**src/rtl/zt_flow_pkg.sv**
```systemverilog
package zt_flow_pkg;
  localparam int LANE_W  = 9;
  localparam int N_LANES = 4;
  localparam int DATA_W  = LANE_W * N_LANES;

  typedef enum logic {
    ORD_LINEAR     = 1'b0,
    ORD_INTERLEAVE = 1'b1
  } burst_ord_e;

  // low two address bits of beat n within a burst starting at base
  function automatic logic [1:0] beat_lo(input logic [1:0] base,
                                         input logic [1:0] n,
                                         input burst_ord_e ord);
    logic [1:0] r;
    case (ord)
      ORD_INTERLEAVE: r = base ^ n;
      default:        r = base + n;
    endcase
    return r;
  endfunction
endpackage

```
**src/rtl/zt_burst_ctl.sv**
```systemverilog
module zt_burst_ctl
  import zt_flow_pkg::*;
#(
  parameter int AW = 6
) (
  input  logic          clk_i,
  input  logic          rst_ni,
  input  logic          step_en_i,
  input  logic          load_i,
  input  logic          sel_i,
  input  logic          wr_i,
  input  logic          order_i,
  input  logic [AW-1:0] addr_i,
  output logic          act_o,
  output logic          wr_o,
  output logic [AW-1:0] addr_o
);
  logic          act_q, wr_q;
  logic [AW-1:0] base_q;
  logic [1:0]    cnt_q;

  always_ff @(posedge clk_i or negedge rst_ni) begin
    if (!rst_ni) begin
      act_q  <= 1'b0;
      wr_q   <= 1'b0;
      base_q <= '0;
      cnt_q  <= '0;
    end else if (step_en_i) begin
      if (load_i) begin
        act_q  <= sel_i;
        wr_q   <= wr_i;
        base_q <= addr_i;
        cnt_q  <= '0;
      end else if (act_q) begin
        cnt_q <= cnt_q + 2'd1;
      end
    end
  end

  assign act_o  = act_q;
  assign wr_o   = wr_q;
  assign addr_o = {base_q[AW-1:2], beat_lo(base_q[1:0], cnt_q, burst_ord_e'(order_i))};

  assert_type_hold_R2: assert property (@(posedge clk_i) disable iff (!rst_ni)
    (step_en_i && !load_i) |=> $stable(wr_q));

  assert_beat_step_R3: assert property (@(posedge clk_i) disable iff (!rst_ni)
    (step_en_i && !load_i && act_q) |=> (cnt_q == 2'($past(cnt_q) + 2'd1)));

  assert_deselect_R7: assert property (@(posedge clk_i) disable iff (!rst_ni)
    (step_en_i && load_i && !sel_i) |=> !act_q);

  assert_stall_hold_R9: assert property (@(posedge clk_i) disable iff (!rst_ni)
    !step_en_i |=> ($stable(base_q) && $stable(cnt_q) && $stable(act_q) && $stable(wr_q)));
endmodule

```
**src/rtl/zt_lane_array.sv**
```systemverilog
module zt_lane_array #(
  parameter int AW     = 6,
  parameter int LANES  = 4,
  parameter int LW     = 9,
  localparam int DEPTH = 1 << AW,
  localparam int DW    = LANES * LW
) (
  input  logic             clk_i,
  input  logic             we_i,
  input  logic [AW-1:0]    waddr_i,
  input  logic [LANES-1:0] wmask_i,
  input  logic [DW-1:0]    wdata_i,
  input  logic [AW-1:0]    raddr_i,
  output logic [DW-1:0]    rdata_o
);
  for (genvar g = 0; g < LANES; g++) begin : g_lane
    logic [LW-1:0] mem_q [DEPTH];

    always_ff @(posedge clk_i) begin
      if (we_i && wmask_i[g]) mem_q[waddr_i] <= wdata_i[g*LW +: LW];
    end

    assign rdata_o[g*LW +: LW] = mem_q[raddr_i];
  end
endmodule

```
**src/rtl/zt_flow_sram.sv**
```systemverilog
module zt_flow_sram
  import zt_flow_pkg::*;
#(
  parameter int AW = 6
) (
  input  logic                clk_i,
  input  logic                rst_ni,
  input  logic                cen_ni,
  input  logic                sel_ni,
  input  logic                sel_i,
  input  logic                sel_alt_ni,
  input  logic                oe_ni,
  input  logic                wr_ni,
  input  logic                adv_i,
  input  logic [N_LANES-1:0]  bw_ni,
  input  logic                order_i,
  input  logic                snooze_i,
  input  logic [AW-1:0]       addr_i,
  input  logic [DATA_W-1:0]   wdata_i,
  output logic [DATA_W-1:0]   rdata_o,
  output logic                drive_o
);
  logic              step_en, selected, act, wr, wr_commit, rd_phase;
  logic [AW-1:0]     acc_addr;
  logic [DATA_W-1:0] arr_rd;

  assign step_en  = !cen_ni && !snooze_i;
  assign selected = !sel_ni && sel_i && !sel_alt_ni;

  zt_burst_ctl #(.AW(AW)) u_burst (
    .clk_i     (clk_i),
    .rst_ni    (rst_ni),
    .step_en_i (step_en),
    .load_i    (!adv_i),
    .sel_i     (selected),
    .wr_i      (!wr_ni),
    .order_i   (order_i),
    .addr_i    (addr_i),
    .act_o     (act),
    .wr_o      (wr),
    .addr_o    (acc_addr)
  );

  // write data phase: data and mask sampled on the edge closing the beat
  assign wr_commit = step_en && act && wr;
  assign rd_phase  = act && !wr;

  zt_lane_array #(.AW(AW), .LANES(N_LANES), .LW(LANE_W)) u_array (
    .clk_i   (clk_i),
    .we_i    (wr_commit),
    .waddr_i (acc_addr),
    .wmask_i (~bw_ni),
    .wdata_i (wdata_i),
    .raddr_i (acc_addr),
    .rdata_o (arr_rd)
  );

  assign rdata_o = rd_phase ? arr_rd : '0;
  assign drive_o = rd_phase && !oe_ni && !snooze_i;

  assert_write_dark_R8: assert property (@(posedge clk_i) disable iff (!rst_ni)
    (act && wr) |-> !drive_o);

  assert_snooze_dark_R10: assert property (@(posedge clk_i) disable iff (!rst_ni)
    snooze_i |-> !drive_o);

  assert_idle_quiet_R7: assert property (@(posedge clk_i) disable iff (!rst_ni)
    !act |-> (rdata_o == '0 && !drive_o));
endmodule

```
**config.mk**
```make
export PLATFORM = sky130hd
export DESIGN_NAME = zt_flow_sram
export DESIGN_NICKNAME = d
export VERILOG_FILES = /design/src/rtl/zt_flow_pkg.sv /design/src/rtl/zt_burst_ctl.sv /design/src/rtl/zt_lane_array.sv /design/src/rtl/zt_flow_sram.sv
export SDC_FILE = /design/constraint.sdc
export NUM_CORES = 2
export LEC_CHECK = 0
export BUFFER_PORTS_ARGS = -buffer_cell sky130_fd_sc_hd__buf_4
export CAP_MARGIN = 30
export CORE_MARGIN = 2
export CORE_UTILIZATION = 37
export DETAILED_ROUTE_END_ITERATION = 12
export PLACE_DENSITY = 0.57
export SLEW_MARGIN = 0
export SYNTH_ARGS = -nofsm -noshare
export SYNTH_HDL_FRONTEND = slang
export SYNTH_SLANG_ARGS = --single-unit
```
**constraint.sdc**
```tcl
create_clock -name clk_i -period 2.9 [get_ports clk_i]
set_clock_uncertainty 0.1 [all_clocks]
set_input_delay 0 -clock clk_i [delete_from_list [all_inputs] [get_ports clk_i]]
set_output_delay 0 -clock clk_i [all_outputs]
set_load 0.05 [all_outputs]
```
==> out/metrics.cfg <==
[synthesis]
syn_inst = 5435
synthArstFlopShare = 0.00432
synth_area_leaders = edfxtp_1 (77%), mux4_2 (4.3%), nand2_1 (2.7%)
ys.flop_type = edfxtp_1
synth.largest_area_cell = edfxtp_1
ys_types = 64
postSynthAreaPerCell_um2 = 16.5
ys_seq_area_frac = 0.775
yosys_register_bits = 2314
yosysWarnings = 0
syn_area_mm2 = 0.0896
synth_edf_count = 2304
yosysTopAreaCellShare = 0.772
synth_nets = 5493

[routing]
ant_nets = 0
postRouteWirelength_um = 291000
dr_total_vias = 56600
drtIter0Drc = 7195
viasPerCell = 5.66
drt_first_pass_iters = 5
drc = 0
wl_per_cell_um = 29.1

[critical_path]
crit_path_end_kind = output port
crit_path_max_fanout = 11
cp_common_cell = buf_12
slowest_stage = o41ai_4
crit_chain = ha_4 > nor2b_4 > buf_12 > xor2_4 > buf_12 > nand2_4 > buf_12 > o22ai_1 > o41ai_4 > nand4_1 > nor4bb_4 > buf_4 > buf_8
critPathBufInv = 5
critPathKind = reg -> out
cp-start-kind = register
critPathMaxStageDelay_ns = 0.52
critPathRequiredTime_ns = 2.80
cp_data_arrival_time_ns = 4.20
cp_top_family = simple AND/OR/NAND/NOR gates

[sta]
worst_slack_ns = -1.40
period_needed_ns = 4.30
setup_violations = 89
maxSlewViolCount = 0
hold_viol = 0
max_slew_margin = 0.409
rsz0062_at_grt = yes
worst_pin_slew_ns = 0.887
max_freq_mhz = 233
finalCritPeriodShare = 1.48

[clock_network]
cts_tree = built
clock_path_buffers = 3
clock-root-buffer = clkbuf_16
clk_latency_ns = 0.90
clk_pin_slew_ns = 0.06
clock-sinks = 2314
cts_buffers = 226
htree_levels = 4

[global_route]
grt_pass1_vias = 54700
grt_use_total = 0.230
overflow = 0
grt_pass1_wl_um = 407000
grt_max_degree = 65
antenna_found_initial = 14

[power]
power_density_mw_per_mm2 = 768
leakagePower_uw = 0.0380
finalPower_uw = 87600
vdd.ir_drop.worst_mv = 0.632

[finish]
mostFrequentLayoutCells = edfxtp_1 (2,304), buf_4 (972), nand2_1 (619)
mostFrequentLayoutCell = edfxtp_1
drive_gt1_frac = 0.299
syn_to_final_growth_pct = 27.3
fin_nets = 6688

[die]
die_w_um = 496
initial_core_util = 0.372
die-area_mm2 = 0.246
rows = 180
die_y_um = 496
coreArea_mm2 = 0.241
io_pins = 94

[run_status]
violations = setup timing
status = finished, violations left

[flow_run]
drv_cap = 0

[placement]
place_worst_setup_slack_ns = -1.12
gp_congestion = 0.877
portBuffers = 93
dp_hpwl_um = 186000

[min_path]
hold_path.class = in -> reg

-- path summary, 6_finish.rpt --
| check | slack [ns] | cells past startpoint | start | endpoint |
|---|---|---|---|---|
| max in group asynchronous | 1.71 | 4 | rst_ni | u_burst.cnt_q[1] |
| setup reg to reg | -0.13 | 15 | u_burst.cnt_q[0] | u_array.g_lane[3].mem_q[47][6] |
| hold reg to reg | 1.04 | 2 | u_burst.base_q[1] | u_burst.base_q[1] |
| min in group asynchronous | 0.61 | 4 | rst_ni | u_burst.base_q[2] |
| setup / recovery | -1.40 | 13 | u_burst.cnt_q[0] | rdata_o[27] |
| hold / removal | 0.12 | 2 | wdata_i[21] | u_array.g_lane[2].mem_q[27][3] |
-- routing by layer --
metal | wire, um | global-route usage | vias up
met5 | 34 | 0 | -
met4 | 9010 | 0.0737 | 6
met3 | 25200 | 0.0384 | 428
met2 | 138000 | 0.368 | 2825
met1 | 118000 | 0.321 | 29300
li1 | - | - | 24000
-- synth_stat cells, drive strengths merged, types with 5 or more instances --
cell type and number:
edfxtp 2304, nand2 638, nor2 377, buf 215
o22ai 214, nand3 212, mux4 171, clkbuf 153
o21ai 127, nor3 123, mux2i 111, o221ai 104
a31oi 86, nor3b 51, a211oi 47, a21oi 47
a32oi 47, mux2 47, nand3b 33, o311ai 26
nand4 25, nor4 24, o31ai 24, a22oi 19
inv 18, nor2b 17, or3 14, o211ai 13
a32o 12, and3 11, dfrtp 10, a2111oi 9
a221oi 9, and4 9, nand2b 9, a41o 7
o2111ai 7, or4 7, a211o 6, o21a 6
a41oi 5, o22a 5
-- power by group --
part	switching (uW)	internal, uW
combinational	12800	9450
clock	12700	15800
sequential	69.6	36800
-- area by class of cell --
cell class,count,area (um2)
Tap cell,3185,3990
Inverter,18,70.1
Clock inverter,126,1120
Fill cell,20300,127000
Multi-Input combinational cell,2735,20300
Timing Repair Buffer,1335,13200
Clock buffer,283,5930
Antenna cell,8,20.0
Sequential cell,2314,69400
-- logic make-up (layout without fill, tap and decap cells) --
kind of cell,after synthesis,in the layout,share of synthesized area
AO/OA/AOI/OAI,837,837,0.0650
multiplexers,329,329,0.0613
flip-flops,2314,2314,0.775
buffers and inverters,386,1762,0.0199
other,0,8,0
AND/OR/NAND/NOR,1565,1565,0.0781
XOR/XNOR,3,3,0.000545
adder cells (fa/ha/maj),1,1,0.000140
-- stage by stage --
| step | setup TNS [ns] | utilization | cell area (um2) | cells | hold WS, ns |
|---|---|---|---|---|---|
| 5_1_grt | -57.18 | 0.474 | 114000 | 10000 | 0.145 |
| 4_1_cts | -47.43 | 0.462 | 111000 | 9888 | 0.0877 |
| 3_3_place_gp | -28.14 | 0.425 | 102000 | 9379 | -0.264 |
| 6_report | -50.91 | 0.474 | 114000 | 10000 | 0.123 |
| 3_5_place_dp | -28.97 | 0.425 | 102000 | 9379 | -0.261 |
| 2_1_floorplan | -0.164 | - | 90200 | 5435 | -0.396 |
-- timing repair --
item	CTS	global route
hold buffers	77	0
pin swaps	35	113
hold endpoints to repair	2697	0
resized for setup	205	344
endpoints found under the setup margin	284	188
gates cloned	8	17
buffers inserted	15	102
-- registers in the layout, summed over array words and instances (netlist names) --
name and cells:
u_array.g_lane.mem_q 2304, u_burst.base_q 6, u_burst.act_o 1, u_burst.cnt_q 2
u_burst.wr_o 1
Note: power is estimated with default switching activity, not from simulation.
